$ cat src/rtl/simd_add_pkg.sv
package simd_add_pkg;

  typedef enum logic [1:0] {
    LM_NARROW = 2'b00,
    LM_MID    = 2'b01,
    LM_WIDE   = 2'b10,
    LM_RSVD   = 2'b11
  } lane_mode_e;

  // Number of segments that make up one lane in the given mode.
  function automatic int unsigned seg_span(input lane_mode_e m);
    case (m)
      LM_NARROW: seg_span = 1;
      LM_MID:    seg_span = 2;
      default:   seg_span = 4;
    endcase
  endfunction

endpackage

$ cat src/rtl/simd_seg_add.sv
module simd_seg_add #(
  parameter int SEG_W = 16
) (
  input  logic [SEG_W-1:0] a,
  input  logic [SEG_W-1:0] b,
  input  logic             invert_b,
  input  logic             cin,
  output logic [SEG_W-1:0] sum,
  output logic             cout
);

  logic [SEG_W-1:0] b_eff;
  logic [SEG_W:0]   total;

  always_comb begin
    b_eff = b ^ {SEG_W{invert_b}};
    total = {1'b0, a} + {1'b0, b_eff} + {{SEG_W{1'b0}}, cin};
    sum   = total[SEG_W-1:0];
    cout  = total[SEG_W];
  end

endmodule

$ cat src/rtl/simd_lane_bounds.sv
module simd_lane_bounds
  import simd_add_pkg::*;
#(
  parameter int NSEG = 8
) (
  input  lane_mode_e      mode,
  output logic [NSEG-1:0] lane_start
);

  // A segment starts a lane when its index is a multiple of the lane span.
  for (genvar k = 0; k < NSEG; k++) begin : g_bound
    always_comb begin
      case (mode)
        LM_NARROW: lane_start[k] = 1'b1;
        LM_MID:    lane_start[k] = ((k % 2) == 0);
        default:   lane_start[k] = ((k % 4) == 0);
      endcase
    end
  end

endmodule

$ cat src/rtl/simd_carry_gather.sv
module simd_carry_gather
  import simd_add_pkg::*;
#(
  parameter int NSEG = 8
) (
  input  lane_mode_e      mode,
  input  logic [NSEG-1:0] seg_cout,
  output logic [NSEG-1:0] lane_cout
);

  localparam int N_MID  = NSEG / 2;
  localparam int N_WIDE = NSEG / 4;

  for (genvar i = 0; i < NSEG; i++) begin : g_lane
    logic c_mid;
    logic c_wide;

    if (i < N_MID) begin : g_mid
      assign c_mid = seg_cout[2*i+1];
    end else begin : g_mid_off
      assign c_mid = 1'b0;
    end

    if (i < N_WIDE) begin : g_wide
      assign c_wide = seg_cout[4*i+3];
    end else begin : g_wide_off
      assign c_wide = 1'b0;
    end

    always_comb begin
      case (mode)
        LM_NARROW: lane_cout[i] = seg_cout[i];
        LM_MID:    lane_cout[i] = c_mid;
        default:   lane_cout[i] = c_wide;
      endcase
    end
  end

endmodule

$ cat src/rtl/simd_part_adder.sv
module simd_part_adder
  import simd_add_pkg::*;
#(
  parameter int DATA_W = 128,
  parameter int SEG_W  = 16
) (
  input  logic                     clk,
  input  logic                     rst_n,
  input  logic                     in_valid,
  input  logic [DATA_W-1:0]        op_a,
  input  logic [DATA_W-1:0]        op_b,
  input  logic [1:0]               lane_mode,
  input  logic                     sub_en,
  output logic                     out_valid,
  output logic [DATA_W-1:0]        out_sum,
  output logic [DATA_W/SEG_W-1:0]  out_carry
);

  localparam int NSEG = DATA_W / SEG_W;

  lane_mode_e      mode;
  logic [NSEG-1:0] lane_start;
  logic [NSEG-1:0] seg_cin;
  logic [NSEG-1:0] seg_cout;
  logic [NSEG-1:0] lane_cout;
  logic [DATA_W-1:0] sum_c;

  logic              valid_d, valid_q;
  logic [DATA_W-1:0] sum_d,   sum_q;
  logic [NSEG-1:0]   carry_d, carry_q;

  assign mode = lane_mode_e'(lane_mode);

  simd_lane_bounds #(.NSEG(NSEG)) u_bounds (
    .mode       (mode),
    .lane_start (lane_start)
  );

  // One carry chain through all segments, cut at every lane start.
  for (genvar k = 0; k < NSEG; k++) begin : g_seg
    if (k == 0) begin : g_first
      assign seg_cin[k] = sub_en;
    end else begin : g_next
      assign seg_cin[k] = lane_start[k] ? sub_en : seg_cout[k-1];
    end

    simd_seg_add #(.SEG_W(SEG_W)) u_seg (
      .a        (op_a[k*SEG_W +: SEG_W]),
      .b        (op_b[k*SEG_W +: SEG_W]),
      .invert_b (sub_en),
      .cin      (seg_cin[k]),
      .sum      (sum_c[k*SEG_W +: SEG_W]),
      .cout     (seg_cout[k])
    );
  end

  simd_carry_gather #(.NSEG(NSEG)) u_gather (
    .mode      (mode),
    .seg_cout  (seg_cout),
    .lane_cout (lane_cout)
  );

  // Next state: capture on accepted operation, hold otherwise.
  always_comb begin
    valid_d = in_valid;
    sum_d   = sum_q;
    carry_d = carry_q;
    if (in_valid) begin
      sum_d   = sum_c;
      carry_d = lane_cout;
    end
  end

  always_ff @(posedge clk or negedge rst_n) begin
    if (!rst_n) begin
      valid_q <= 1'b0;
      sum_q   <= '0;
      carry_q <= '0;
    end else begin
      valid_q <= valid_d;
      sum_q   <= sum_d;
      carry_q <= carry_d;
    end
  end

  assign out_valid = valid_q;
  assign out_sum   = sum_q;
  assign out_carry = carry_q;

endmodule

$ cat config.mk
export PLATFORM = sky130hd
export DESIGN_NAME = simd_part_adder
export DESIGN_NICKNAME = d
export VERILOG_FILES = /design/src/rtl/simd_add_pkg.sv /design/src/rtl/simd_seg_add.sv /design/src/rtl/simd_lane_bounds.sv /design/src/rtl/simd_carry_gather.sv /design/src/rtl/simd_part_adder.sv
export SDC_FILE = /design/constraint.sdc
export NUM_CORES = 1
export LEC_CHECK = 0
export BUFFER_PORTS_ARGS = -buffer_cell sky130_fd_sc_hd__buf_2
export CORE_AREA = 2 2 186 188
export DETAILED_ROUTE_END_ITERATION = 10
export DIE_AREA = 0 0 188 190
export HOLD_SLACK_MARGIN = 0.1
export PLACE_DENSITY = 0.65
export RECOVER_POWER = 100
export SKIP_CTS_REPAIR_TIMING = 1
export SLEW_MARGIN = 25
export SYNTH_ARGS = -nofsm -noshare
export SYNTH_HDL_FRONTEND = slang
export SYNTH_HIERARCHICAL = 1
export SYNTH_SLANG_ARGS = --single-unit
$ cat constraint.sdc
create_clock -name clk -period 0.8 [get_ports clk]
set_input_delay 0.2 -clock clk [delete_from_list [all_inputs] [get_ports clk]]
set_output_delay 0.2 -clock clk [all_outputs]
set_load 0.05 [all_outputs]
; Yosys cells after proc, flatten, opt, wreduce, memory -nomap -nowiden
; Cells that the tools add are included.
; Widths: inputs -> output; s select.
[classes]
add_sub_neg = 16
eq_ne = 1
muxes = 16
n_bitwise = 8
reduce_logical = 2
[op_table]
columns = op, count
row1 = $add 16x16->17, 8
row2 = $add 17x1->17, 8
row3 = $xor 16x16->16, 8
row4 = $mux 1, 12
row5 = $pmux 1 s2, 4
row6 = $eq 2x1->1 const B, 1
row7 = $logic_not 2->1, 1
row8 = $reduce_or 2->1, 1
[word_totals]
ff_bits = 137
output_inout_bits = 137
word_cells = 46

; Depth between registers and ports, before layout
[logic_depth]
word_depth = 10
ltp_mapped = 77

; By module
; The synthesis kept the hierarchy.
[by_module_without_submodules]
columns = mod, n_inst, cells_each, area_each_um2, seq_area_each_um2
row1 = simd_part_adder, 1, 295, 5301.3, 3428.3
row2 = simd_seg_add at g_seg[4].u_seg ..., 4, 121, 984.7, 0.0
row3 = simd_seg_add at g_seg[1].u_seg ..., 3, 137, 1013.5, 0.0
row4 = simd_seg_add at g_seg[0].u_seg, 1, 122, 929.6, 0.0
row5 = simd_carry_gather, 1, 16, 107.6, 0.0
row6 = simd_lane_bounds, 1, 9, 56.3, 0.0

; Least setup slack after synthesis
; OpenSTA, ideal clock, no wires.
[synth_path]
kind = input to register
startpoint = input sub_en
endpoint = register carry_q[1] (netlist: out_carry[1])
arrival_time_ns = 8.474
required_ns = 0.733
setup_slack_ns = -7.741
cell_stages = 41
path_buffers = 2
path_cell_list = clkbuf_1 > buf_2 > xnor2_1 > fa_1 > fa_1 > nor2b_4 > o2111ai_1 > a21oi_2 > nor4_2 > o31ai_1 > a21o_1 > mux2_2 > inv_1 > fa_1 > fa_1 > nor2b_1 > o2111ai_1 > a21oi_1 > [5 not listed] > fa_1 > nor2b_1 > o2111ai_1 > a21oi_1 > a31oi_1 > o21ai_0 > mux2_2 > inv_1 > fa_1 > fa_1 > nor2b_1 > o2111ai_1 > a21oi_1 > a31oi_1 > o21ai_0 > mux2i_1 > o21ai_1 > mux2_2
[synth_via]
elab_chain_cells = 10
word_cells_on_any_way = 31
cone_classes = add/sub: 16 / mux: 7 / bitwise: 8
[synth_rtl]
columns = item, line_no
row1 = start: declaration, simd_part_adder.sv:13  ; input logic sub_en,
row2 = $xor 16x16->16, simd_seg_add.sv:16  ; b_eff = b ^ {SEG_W{invert_b}};
row3 = $add 16x16->17, simd_seg_add.sv:17  ; total = {1'b0, a} + {1'b0, b_eff} + {{SEG_W{1'b0}}, cin};
row4 = $add 17x1->17 (*), simd_seg_add.sv:17
row5 = named net seg_cout[0], simd_part_adder.sv:24  ; logic [NSEG-1:0] seg_cout;
row6 = $mux 1 (*), simd_part_adder.sv:44  ; assign seg_cin[k] = lane_start[k] ? sub_en : seg_cout[k-1];
row7 = named net seg_cin[1], simd_part_adder.sv:23  ; logic [NSEG-1:0] seg_cin;
row8 = $add 17x1->17 (*), simd_seg_add.sv:17
row9 = named net seg_cout[1], simd_part_adder.sv:24
row10 = [1 not listed], --
row11 = named net seg_cin[2], simd_part_adder.sv:23
row12 = $add 17x1->17 (*), simd_seg_add.sv:17
row13 = named net seg_cout[2], simd_part_adder.sv:24
row14 = $mux 1 (*), simd_part_adder.sv:44
row15 = named net seg_cin[3], simd_part_adder.sv:23
row16 = $add 17x1->17 (*), simd_seg_add.sv:17
row17 = named net seg_cout[3], simd_part_adder.sv:24
row18 = $pmux 1 s2 (*), simd_carry_gather.sv:31  ; case (mode)
row19 = named net lane_cout[1], simd_part_adder.sv:25  ; logic [NSEG-1:0] lane_cout;
row20 = end signal: assignment, simd_part_adder.sv:82  ; carry_q <= carry_d;
row21 = end: declaration, simd_part_adder.sv:30  ; logic [NSEG-1:0] carry_d, carry_q;
; Mark *: on every way through the listed nets, which the timed path passes. The rest lies on a longest branch.
; A chain may end at the register's enable or synchronous reset.

; Worst setup path in the final report
; Same ends and word-level chain as after synthesis.

==> out/results.txt <==
The tools report the number of hold violations in the final report as 0. The highest metal layer used by the detailed router is met5. Synthesis-to-finish area growth: 53.5%.

The mean number of vias per cell came out at 5.09. Worst hold-check path type: in2reg. At the worst endpoint, the arrival time is 7970 ps. The number of cells on the worst hold path is 2, and the total length of routed met2 wires is 21800 um. Library cell contributing the largest single delay on the critical path: fa_2.

For the initial core utilization, the log shows 0.394. The number of antenna violations at the first check in global routing came out at 6. The critical path is of the in2reg type. In this run the most critical hold path is launched from in_valid.

The die is 188 um wide. The overall track demand over capacity in global routing was 0.236. The shortest clock period the worst path allows after layout is 7570 ps.

The maximum fanout encountered on the critical timing path works out to 4. Clock tree synthesis inserted a total of 17 buffers. The detail route stage leaves a number of antenna-violating nets equal to 0. The worst hold path terminates at out_sum[35]$_DFFE_PN0P_.

For this design, the sink count on the clock tree is 137. The endpoint identified for the worst register-to-register timing path is out_sum[60]$_DFFE_PN0P_. The layout filler cell count came out at 2839.

Synthesis handed over a netlist of 1336 instances. For this run, the detailed router's first-pass iteration total came to 5. The run finished, with violations left. In this design, the critical path's most frequently occurring cell is fa_2. The library cell used most frequently in the layout, excluding fill and tap cells, is buf_4. The worst reg2reg path depth was 1.

The tool flagged a number of max-cap violations equal to 0. Input and output buffers added on the ports amount to 398. The final worst setup slack was -6770 ps; the highest attainable clock frequency was 132 MHz.

The run gives 0 as the max-slew violation count. Clock-pin slew was measured on the worst setup and hold paths at 70 ps. The maximum clock insertion buffer count is 2. The routed length per instance came out at 17.1 um. The netlist area before placement is 13400 sq um. The tools report the via count of the first global-routing pass as 13200. The worst-skew pair later-pin latency is 440 ps, and the final RePlAce weighted congestion is 0.916.

TritonCTS built the clock tree. For this design the top-level I/O count stands at 399. The highest cell delay on the worst timing path is 390 ps, and the count of non-filler cells in the finished layout is 2556.

The final reports fail on negative setup slack. The run gives 1734 as the post-synth net total. The worst path required time was 1200 ps; the layout cell share with drive strength beyond 1 was 0.552. The DRC violation total after the first TritonRoute iteration is 496, and the ratio of final minimum period to clock period is 9.46. STA classifies the critical path startpoint as an input pin.

The utilization after layout is 0.604. Summed over all layers, the global routing overflow is 0. Across all layers, the routed design uses 13000 vias. The tools report the library cell used as clock root buffer as clkbuf_16.

The worst setup path is captured at a register. The met3 layer wire length in the routed design was 2310 um. The startpoint identified for the worst register-to-register timing path is out_sum[60]$_DFFE_PN0P_. For this design the static power due to leakage is 0.0102 uW. The run gives 4 as the H-tree depth reported by CTS. For the worst-case register-to-register setup slack, the log shows -60 ps.

The final layout contains routed wiring with a total length of 43600 um. The die covers 35700 sq um. Setup violations remaining at the end of the flow were counted as 301. The cell area power density was 2540 nW/um^2. Detailed placement finished with a half-perimeter wire length of 35100 um. The first global-routing pass estimated 67000 um of wire. Setup repair after global routing could not meet its margin everywhere.

In the routed design, unresolved DRC markers number 0. The number of warnings issued by yosys was 6. The top cell types in the final layout, fill and taps aside, are buf_4 (371), buf_2 (351), xor2_1 (144). The post-route worst hold slack is 172 ps, and the die height is 190 um. Entering global routing, the biggest net connects 40 pins.

Worst ir drop on vdd: 0.00193 V. After floorplanning, the core was divided into 68 placement rows. The run gives 2497 as the instance count after placement with tap cells included. After synthesis, the mean cell area works out to 10.0 sq um.

For this block, wires on met1 add up to 18200 um. Final setup skew: 0 ps. The net count of the finished layout is 2481.

The core region is 33900 sq um.
==> sequential cells by signal (all words and copies together), names as in the netlist <==
name	count
out_carry	8
out_sum	128
out_valid	1
==> through the flow <==
step                      setup TNS, ps  power (uW)  area [sq um]  worst slack (ps)
after global routing            -612440       54800         20500             -7110
after detailed placement        -587270       42400         19300             -7350
after CTS                       -595360       51200         19900             -6990
after floorplan                 -513910       31000         13800             -6820
final                           -576460       52200         20500             -6770
after global placement          -571290       41900         19300             -7030
==> how the worst max path moves through the flow <==
stage | startpoint | to | slack [ps] | depth (start not counted)
CTS | sub_en | out_carry[1]$_DFFE_PN0P_ | -6990 | 41
global route | sub_en | out_carry[1]$_DFFE_PN0P_ | -7110 | 41
finish | sub_en | out_carry[1]$_DFFE_PN0P_ | -6770 | 41
floorplan | sub_en | out_carry[1]$_DFFE_PN0P_ | -6820 | 41
detailed placement | sub_en | out_carry[1]$_DFFE_PN0P_ | -7350 | 41
global placement | sub_en | out_carry[1]$_DFFE_PN0P_ | -7030 | 41
==> critical path, delay by kind of cell <==
family / cells / cell delay, ps
AO/OA/AOI/OAI: 17 / 2780
AND/OR/NAND/NOR: 5 / 700
XOR/XNOR: 1 / 130
multiplexers: 5 / 740
adder cells (fa/ha/maj): 8 / 2990
buffers and inverters: 5 / 390
==> cell type report <==
cell class                 count  area [sq um]  area share
timing repair buffer         787          5590       0.272
clock buffer                  24           492      0.0240
sequential                   137          3480       0.170
multi-input combinational   1085         10100       0.490
inverter                      55           206      0.0101
clock inverter                 8           118     0.00573
antenna                        5          12.5    0.000610
tap                          455           569      0.0277
==> power by group <==
part	total, uW	switching [uW]	internal (uW)	leakage (uW)
combinational	32300	18400	13900	0.00837
sequential	11400	1840	9530	0.00157
clock	8500	3290	5210	0.000300
total	52200	23500	28600	0.0102
==> per-layer routing <==
layer  vias to the layer above  global-route usage
met5                         -                   0
met2                       383               0.418
li1                       6316                   -
met4                         4              0.0896
met1                      6227               0.283
met3                        68              0.0476
Power figures use the tool's default switching activity.
